==> src/rtl/usbbr_pkg.sv <==
package usbbr_pkg;
  localparam int DW = 32;

  localparam int OFS_CTRL = 'h000;
  localparam int OFS_STAT = 'h004;
  localparam int OFS_DATA = 'h008;
  localparam int ROM_BASE = 'h100;

  // status bit positions
  localparam int ST_RXFULL  = 0;
  localparam int ST_RXEMPTY = 1;
  localparam int ST_TXFULL  = 2;
  localparam int ST_TXEMPTY = 3;
  localparam int ST_RXERR   = 4;
  localparam int ST_TXERR   = 5;
  localparam int ST_OUTPEND = 6;

  typedef struct packed {
    logic irq_en;
    logic tx_en;
  } ctrl_t;

  function automatic logic [7:0] rom_byte(int unsigned i);
    return 8'(((i * 29) & 255) ^ 165);
  endfunction
endpackage

==> src/rtl/usbbr_regs.sv <==
module usbbr_regs
  import usbbr_pkg::*;
(
  input  logic          clk,
  input  logic          rst_n,
  input  logic          wr_ctrl,
  input  logic          wr_stat,
  input  logic [DW-1:0] wdata,
  input  logic          ovr_in,
  input  logic          udr_in,
  input  logic          tok_in,
  output ctrl_t         ctrl,
  output logic          rx_err,
  output logic          tx_err,
  output logic          out_pend,
  output logic          irq
);
  ctrl_t ctrl_d;
  logic  rx_err_d, tx_err_d, pend_d;

  always_comb begin
    ctrl_d   = ctrl;
    rx_err_d = rx_err;
    tx_err_d = tx_err;
    pend_d   = out_pend;
    if (wr_ctrl) begin
      ctrl_d.tx_en  = wdata[0];
      ctrl_d.irq_en = wdata[1];
    end
    if (wr_stat && wdata[ST_RXERR])   rx_err_d = 1'b0;
    if (wr_stat && wdata[ST_TXERR])   tx_err_d = 1'b0;
    if (wr_stat && wdata[ST_OUTPEND]) pend_d   = 1'b0;
    if (ovr_in) rx_err_d = 1'b1;
    if (udr_in) tx_err_d = 1'b1;
    if (tok_in) pend_d   = 1'b1;
  end

  always_ff @(posedge clk or negedge rst_n) begin
    if (!rst_n) begin
      ctrl     <= '0;
      rx_err   <= 1'b0;
      tx_err   <= 1'b0;
      out_pend <= 1'b0;
    end else begin
      ctrl     <= ctrl_d;
      rx_err   <= rx_err_d;
      tx_err   <= tx_err_d;
      out_pend <= pend_d;
    end
  end

  assign irq = out_pend & ctrl.irq_en;


  tok_sets_pend_chk: assert property (@(posedge clk) disable iff (!rst_n)
    tok_in |=> out_pend);

  pend_w1c_chk: assert property (@(posedge clk) disable iff (!rst_n)
    (wr_stat && wdata[ST_OUTPEND] && !tok_in) |=> !out_pend);

  rx_err_sticky_chk: assert property (@(posedge clk) disable iff (!rst_n)
    (rx_err && !(wr_stat && wdata[ST_RXERR])) |=> rx_err);

  tx_err_sticky_chk: assert property (@(posedge clk) disable iff (!rst_n)
    (tx_err && !(wr_stat && wdata[ST_TXERR])) |=> tx_err);
endmodule

==> src/rtl/usbbr_rom.sv <==
module usbbr_rom
  import usbbr_pkg::*;
#(
  parameter int ADDR_W    = 12,
  parameter int ROM_BYTES = 64
) (
  input  logic [ADDR_W-1:0] offset,
  output logic [DW-1:0]     word
);
  localparam int IDX_W = (ROM_BYTES > 1) ? $clog2(ROM_BYTES) : 1;

  logic [7:0] bytes [ROM_BYTES];

  for (genvar g = 0; g < ROM_BYTES; g++) begin : g_byte
    assign bytes[g] = rom_byte(g);
  end

  always_comb begin
    word = '0;
    for (int k = 0; k < 4; k++) begin
      logic [ADDR_W-1:0] ba;
      ba = {offset[ADDR_W-1:2], 2'b00} + ADDR_W'(k);
      if (ba < ADDR_W'(ROM_BYTES)) word[8*k +: 8] = bytes[ba[IDX_W-1:0]];
    end
  end
endmodule

==> src/rtl/apb_usb_fifo_bridge.sv <==
module apb_usb_fifo_bridge
  import usbbr_pkg::*;
#(
  parameter int ADDR_W    = 12,
  parameter int ROM_BYTES = 64
) (
  input  logic              clk,
  input  logic              rst_n,
  input  logic              psel,
  input  logic              penable,
  input  logic              pwrite,
  input  logic [ADDR_W-1:0] paddr,
  input  logic [DW-1:0]     pwdata,
  output logic [DW-1:0]     prdata,
  output logic              pready,
  input  logic              rx_full,
  input  logic              rx_empty,
  input  logic [7:0]        rx_data,
  input  logic              rx_overrun,
  output logic              rx_rd,
  input  logic              tx_full,
  input  logic              tx_empty,
  input  logic              tx_underrun,
  output logic              tx_wr,
  output logic [7:0]        tx_wdata,
  input  logic              out_token,
  output logic              dma_rx_req,
  output logic              dma_tx_req,
  output logic              irq
);
  localparam logic [ADDR_W-1:0] A_CTRL  = ADDR_W'(OFS_CTRL);
  localparam logic [ADDR_W-1:0] A_STAT  = ADDR_W'(OFS_STAT);
  localparam logic [ADDR_W-1:0] A_DATA  = ADDR_W'(OFS_DATA);
  localparam logic [ADDR_W-1:0] A_ROM   = ADDR_W'(ROM_BASE);
  localparam logic [ADDR_W-1:0] A_ROMND = ADDR_W'(ROM_BASE + ROM_BYTES);

  // reset: asserted asynchronously, released through two flops
  logic rst_q1, rst_s;
  always_ff @(posedge clk or negedge rst_n) begin
    if (!rst_n) begin
      rst_q1 <= 1'b0;
      rst_s  <= 1'b0;
    end else begin
      rst_q1 <= 1'b1;
      rst_s  <= rst_q1;
    end
  end

  logic access, rd_acc, wr_acc;
  logic sel_ctrl, sel_stat, sel_data, sel_rom;
  logic err_any, rx_err, tx_err, out_pend;
  ctrl_t ctrl;
  logic [DW-1:0] rom_word;

  assign pready   = 1'b1;
  assign access   = psel & penable;
  assign rd_acc   = access & ~pwrite;
  assign wr_acc   = access & pwrite;
  assign sel_ctrl = (paddr == A_CTRL);
  assign sel_stat = (paddr == A_STAT);
  assign sel_data = (paddr == A_DATA);
  assign sel_rom  = (paddr >= A_ROM) && (paddr < A_ROMND);
  assign err_any  = rx_err | tx_err;

  usbbr_regs u_regs (
    .clk      (clk),
    .rst_n    (rst_s),
    .wr_ctrl  (wr_acc & sel_ctrl),
    .wr_stat  (wr_acc & sel_stat),
    .wdata    (pwdata),
    .ovr_in   (rx_overrun),
    .udr_in   (tx_underrun),
    .tok_in   (out_token),
    .ctrl     (ctrl),
    .rx_err   (rx_err),
    .tx_err   (tx_err),
    .out_pend (out_pend),
    .irq      (irq)
  );

  usbbr_rom #(.ADDR_W(ADDR_W), .ROM_BYTES(ROM_BYTES)) u_rom (
    .offset (paddr - A_ROM),
    .word   (rom_word)
  );

  // strobes and requests
  assign rx_rd      = rd_acc & sel_data & ~rx_empty & ~err_any;
  assign tx_wr      = wr_acc & sel_data & ~tx_full & ~err_any;
  assign tx_wdata   = pwdata[7:0];
  assign dma_rx_req = rx_full & ~err_any & ~rx_rd;
  assign dma_tx_req = ctrl.tx_en & ~tx_full & ~err_any & ~tx_wr;

  always_comb begin
    prdata = '0;
    if (psel && !pwrite) begin
      if (sel_ctrl) prdata[1:0] = {ctrl.irq_en, ctrl.tx_en};
      else if (sel_stat) begin
        prdata[ST_RXFULL]  = rx_full;
        prdata[ST_RXEMPTY] = rx_empty;
        prdata[ST_TXFULL]  = tx_full;
        prdata[ST_TXEMPTY] = tx_empty;
        prdata[ST_RXERR]   = rx_err;
        prdata[ST_TXERR]   = tx_err;
        prdata[ST_OUTPEND] = out_pend;
      end
      else if (sel_data) prdata[7:0] = rx_data;
      else if (sel_rom)  prdata = rom_word;
    end
  end


  rx_rd_nonempty_chk: assert property (@(posedge clk) disable iff (!rst_s)
    rx_rd |-> !rx_empty);

  tx_wr_notfull_chk: assert property (@(posedge clk) disable iff (!rst_s)
    tx_wr |-> !tx_full);

  rd_strobe_access_chk: assert property (@(posedge clk) disable iff (!rst_s)
    (rx_rd || tx_wr) |-> (psel && penable));

  rx_req_full_chk: assert property (@(posedge clk) disable iff (!rst_s)
    dma_rx_req |-> (rx_full && !rx_rd));

  tx_req_enable_chk: assert property (@(posedge clk) disable iff (!rst_s)
    dma_tx_req |-> (ctrl.tx_en && !tx_wr));

  err_gates_all_chk: assert property (@(posedge clk) disable iff (!rst_s)
    err_any |-> !(rx_rd || tx_wr || dma_rx_req || dma_tx_req));
endmodule

==> config.mk <==
export PLATFORM = sky130hd
export DESIGN_NAME = apb_usb_fifo_bridge
export DESIGN_NICKNAME = d
export VERILOG_FILES = /design/src/rtl/usbbr_pkg.sv /design/src/rtl/usbbr_regs.sv /design/src/rtl/usbbr_rom.sv /design/src/rtl/apb_usb_fifo_bridge.sv
export SDC_FILE = /design/constraint.sdc
export NUM_CORES = 1
export LEC_CHECK = 0
export ABC_AREA = 1
export BUFFER_PORTS_ARGS = -buffer_cell sky130_fd_sc_hd__buf_2
export CAP_MARGIN = 5
export CORE_ASPECT_RATIO = 0.75
export CORE_MARGIN = 2
export CORE_UTILIZATION = 40
export CTS_BUF_LIST = sky130_fd_sc_hd__clkbuf_4
export DETAILED_ROUTE_END_ITERATION = 10
export PLACE_DENSITY = 0.84
export SLEW_MARGIN = 0
export SYNTH_ARGS = -nofsm -noshare
export SYNTH_HDL_FRONTEND = slang
export SYNTH_SLANG_ARGS = --single-unit
==> constraint.sdc <==
create_clock -name clk -period 2.1 [get_ports clk]
set_clock_uncertainty 0.1 [all_clocks]
set_input_delay 0.42 -clock clk [delete_from_list [all_inputs] [get_ports clk]]
set_output_delay 0.42 -clock clk [all_outputs]
set_load 0.03 [all_outputs]
==> run metrics <==
R2R setup slack 1.15 ns; dominant cells by area after synthesis dfrtp_1 14%, nand2_1 13%, nor2_1 13%; reg2reg path depth 1; Via Count 2037; Die X 69.51 microns; MaxCap Viol Count 0; Async SR Flop Fraction 100.0%; post-synthesis cell area 1287 sq um; total power 0.5737 mW; Worst VDD drop 0.3787 mV; Iteration-0 DRC Markers 229; layout cells sized above 1 57.49%; Post-synth EDFFs 0; number of global-route vias before repair 1595; area growth from synthesis to layout 89.80%; fillers 181; clk slew on worst S/H paths 0.06 ns; cell mode on critical path nand2_4; top-area cell type share of the netlist area 13.61%; Min-Delay Path Class input port to register; grt total ovfl 0; gpl congestion 0.9062; pre-CTS WS -0.1716 ns; crit path from paddr[2]; Max Freq 0.4493 GHz; Post-Syn Area per Cell 5.852 sq um; endpoints failing setup 19; # rows 17; failing checks setup timing; most common cell after layout, fill and taps aside buf_4; period utilisation layout 106.0%; FF/Latch Area 175.2 sq um; crit path capture dma_tx_req; r2r startpoint rst_s$_DFF_PN0_; Pre-Repair DR Iteration Count 5; Max Root-Sink Buffers 2; delay-heaviest family, CP buffers and inverters; Primary FF master, synth dfrtp_1; vias per cell 5.581; root buffer cell clkbuf_4; n_diodes 0; Core ar. 2999 sq um; gr busiest metal met2; first-pass GRT wire length 7.155 mm; NumNets Final 400; H-tree depth 1; crit path DAT 1.71 ns; CTS Buf Count 3; crit path time final 2.226 ns; met1 Resource Use GR 31.51%; CP Depth 9; final slew viol count 0; Starting Density 42.93%; CTS tree built; Die Height 53.14 microns; antenna-violating nets left 0; critical path capture point type output pin; footprint of the multi-input gates 1152 sq um; IO Pins 110; Worst Path Buf+Inv 4; leak pwr 1.367 nW; Synth Register Bits 7; cell taking the most area after synthesis dfrtp_1; hold slack 0.2591 ns; setup ws final -0.1259 ns; DRC Markers 0; Setup crit start kind input port; GR Util met3 6.095%; die area 3693 sq um; most frequent cells in the layout 47 x buf_4, 45 x buf_2, 39 x nand2_1, 28 x nor2_1, 23 x inv_1; largest net degree at the start of global routing 18; RSZ-0062 raised after global routing yes; WS Path Type input port to output pin; Fin. Hold Viols 0; port bufs 75; pwr/cell area 234.8 nW/um^2; final wirelength 6.420 mm; CP Cell Sequence buf_8 -> inv_6 -> ha_4 -> nand2_4 -> nor2_4 -> nand2_4 -> o211ai_1 -> inv_1 -> buf_6; Post-Syn Instances 220; clock net sink count 7; CP required 1.58 ns; grt met2 use 39.74%; register area share after synthesis 13.61%; initial antenna violation count 0; Max stage delay on crit path 0.25 ns; GRT Total Usage 24.31%; Max FO, Critical Path 6; Final HPWL DP 3.192 mm; Clock Latency Late Sink 0.27 ns; drt wl/cell 17.59 microns; setup TNS -0.7933 ns; status complete, but fails checks; reg2reg end u_regs.tx_err$_DFFE_PN0P_; number of synthesis warnings 0; Distinct cells, synth 32; Critical Path Slowest Stage Cell o211ai_1
power breakdown:
| part | leakage, nW | total [mW] | internal [mW] | switching [mW] |
|---|---|---|---|---|
| clock network | 0.0177 | 0.134 | 0.0704 | 0.0635 |
| logic | 1.27 | 0.302 | 0.130 | 0.172 |
| registers | 0.0775 | 0.137 | 0.137 | 0.000538 |
| total | 1.37 | 0.574 | 0.337 | 0.236 |
layout make-up:
class	count	share of cell area, %
clock buffers	3	0.9217
clock inverters	1	0.2048
inverters	29	5.069
multi-input cells	169	47.16
flip-flops and latches	7	7.168
well taps	38	1.946
repair buffers	118	37.53
how the worst min path moves through the flow:
stage	end	slack, ns	start	depth (start not counted)
floorplan	u_regs.ctrl[0]$_DFFE_PN0P_	-0.05	rst_s$_DFF_PN0_	0
global placement	u_regs.ctrl[1]$_DFFE_PN0P_	-0.02	rst_s$_DFF_PN0_	0
detailed placement	u_regs.ctrl[1]$_DFFE_PN0P_	-0.02	rst_s$_DFF_PN0_	0
CTS	u_regs.rx_err$_DFFE_PN0P_	0.23	rx_overrun	3
global route	u_regs.rx_err$_DFFE_PN0P_	0.26	rx_overrun	3
finish	u_regs.rx_err$_DFFE_PN0P_	0.26	rx_overrun	3
sequential cells by signal (all words and copies together) (netlist names):
signal           flops
u_regs.ctrl          2
rst_q1               1
rst_s                1
u_regs.out_pend      1
u_regs.rx_err        1
u_regs.tx_err        1
per-layer routing:
layer,wire length [microns],part of all wire [%],vias up
met2,2944,46,188
met3,608,9.5,59
met1,2397,37,897
met4,469,7.3,0
met5,0,0,-
li1,-,-,893
synthesized netlist by cell type (2+ instances only):
library cell,instances
buf_4,16
conb_1,2
dfrtp_1,7
nand3_1,13
o21bai_1,2
buf_6,2
nor2_1,45
inv_1,26
nor2_2,4
nand2_1,45
o21ai_0,14
a21oi_1,5
ha_1,8
nor2_4,3
nand2_2,5
nor3_1,4
o21a_1,3
inv_2,2
worst min-delay path, cell delays in order:
cell     delay, ns
buf_2         0.08
inv_1         0.03
nand2_1       0.05
cells by family (layout without fill, tap and decap cells):
| family | after synthesis | count (layout) | share of synthesized area (%) |
|---|---|---|---|
| buf+inv | 48 | 151 | 20.12 |
| flops | 7 | 7 | 13.61 |
| other cells | 2 | 5 | 0.5833 |
| xor+xnor | 1 | 1 | 0.6804 |
| simple gates | 124 | 125 | 43.54 |
| fa+ha+maj | 8 | 8 | 7.775 |
| compound gates | 30 | 30 | 13.70 |
repair_timing:
item                                    4_1_cts  5_1_grt
buffers inserted                              4        4
gates cloned                                  1        2
endpoints found under the hold margin         7        0
pin swaps                                     8       25
hold buffers                                  2        0
endpoints found under the setup margin       18       30
gates resized for setup                      42       84
stage by stage:
step	utilization, %	cell area [sq um]	cells
detailed placement	63.04	1891	348
floorplan	-	1370	223
global placement	63.04	1891	348
finish	81.48	2444	365
CTS	70.13	2103	359
global route	81.48	2444	365
No activity file was read; power rests on OpenSTA's default activity.
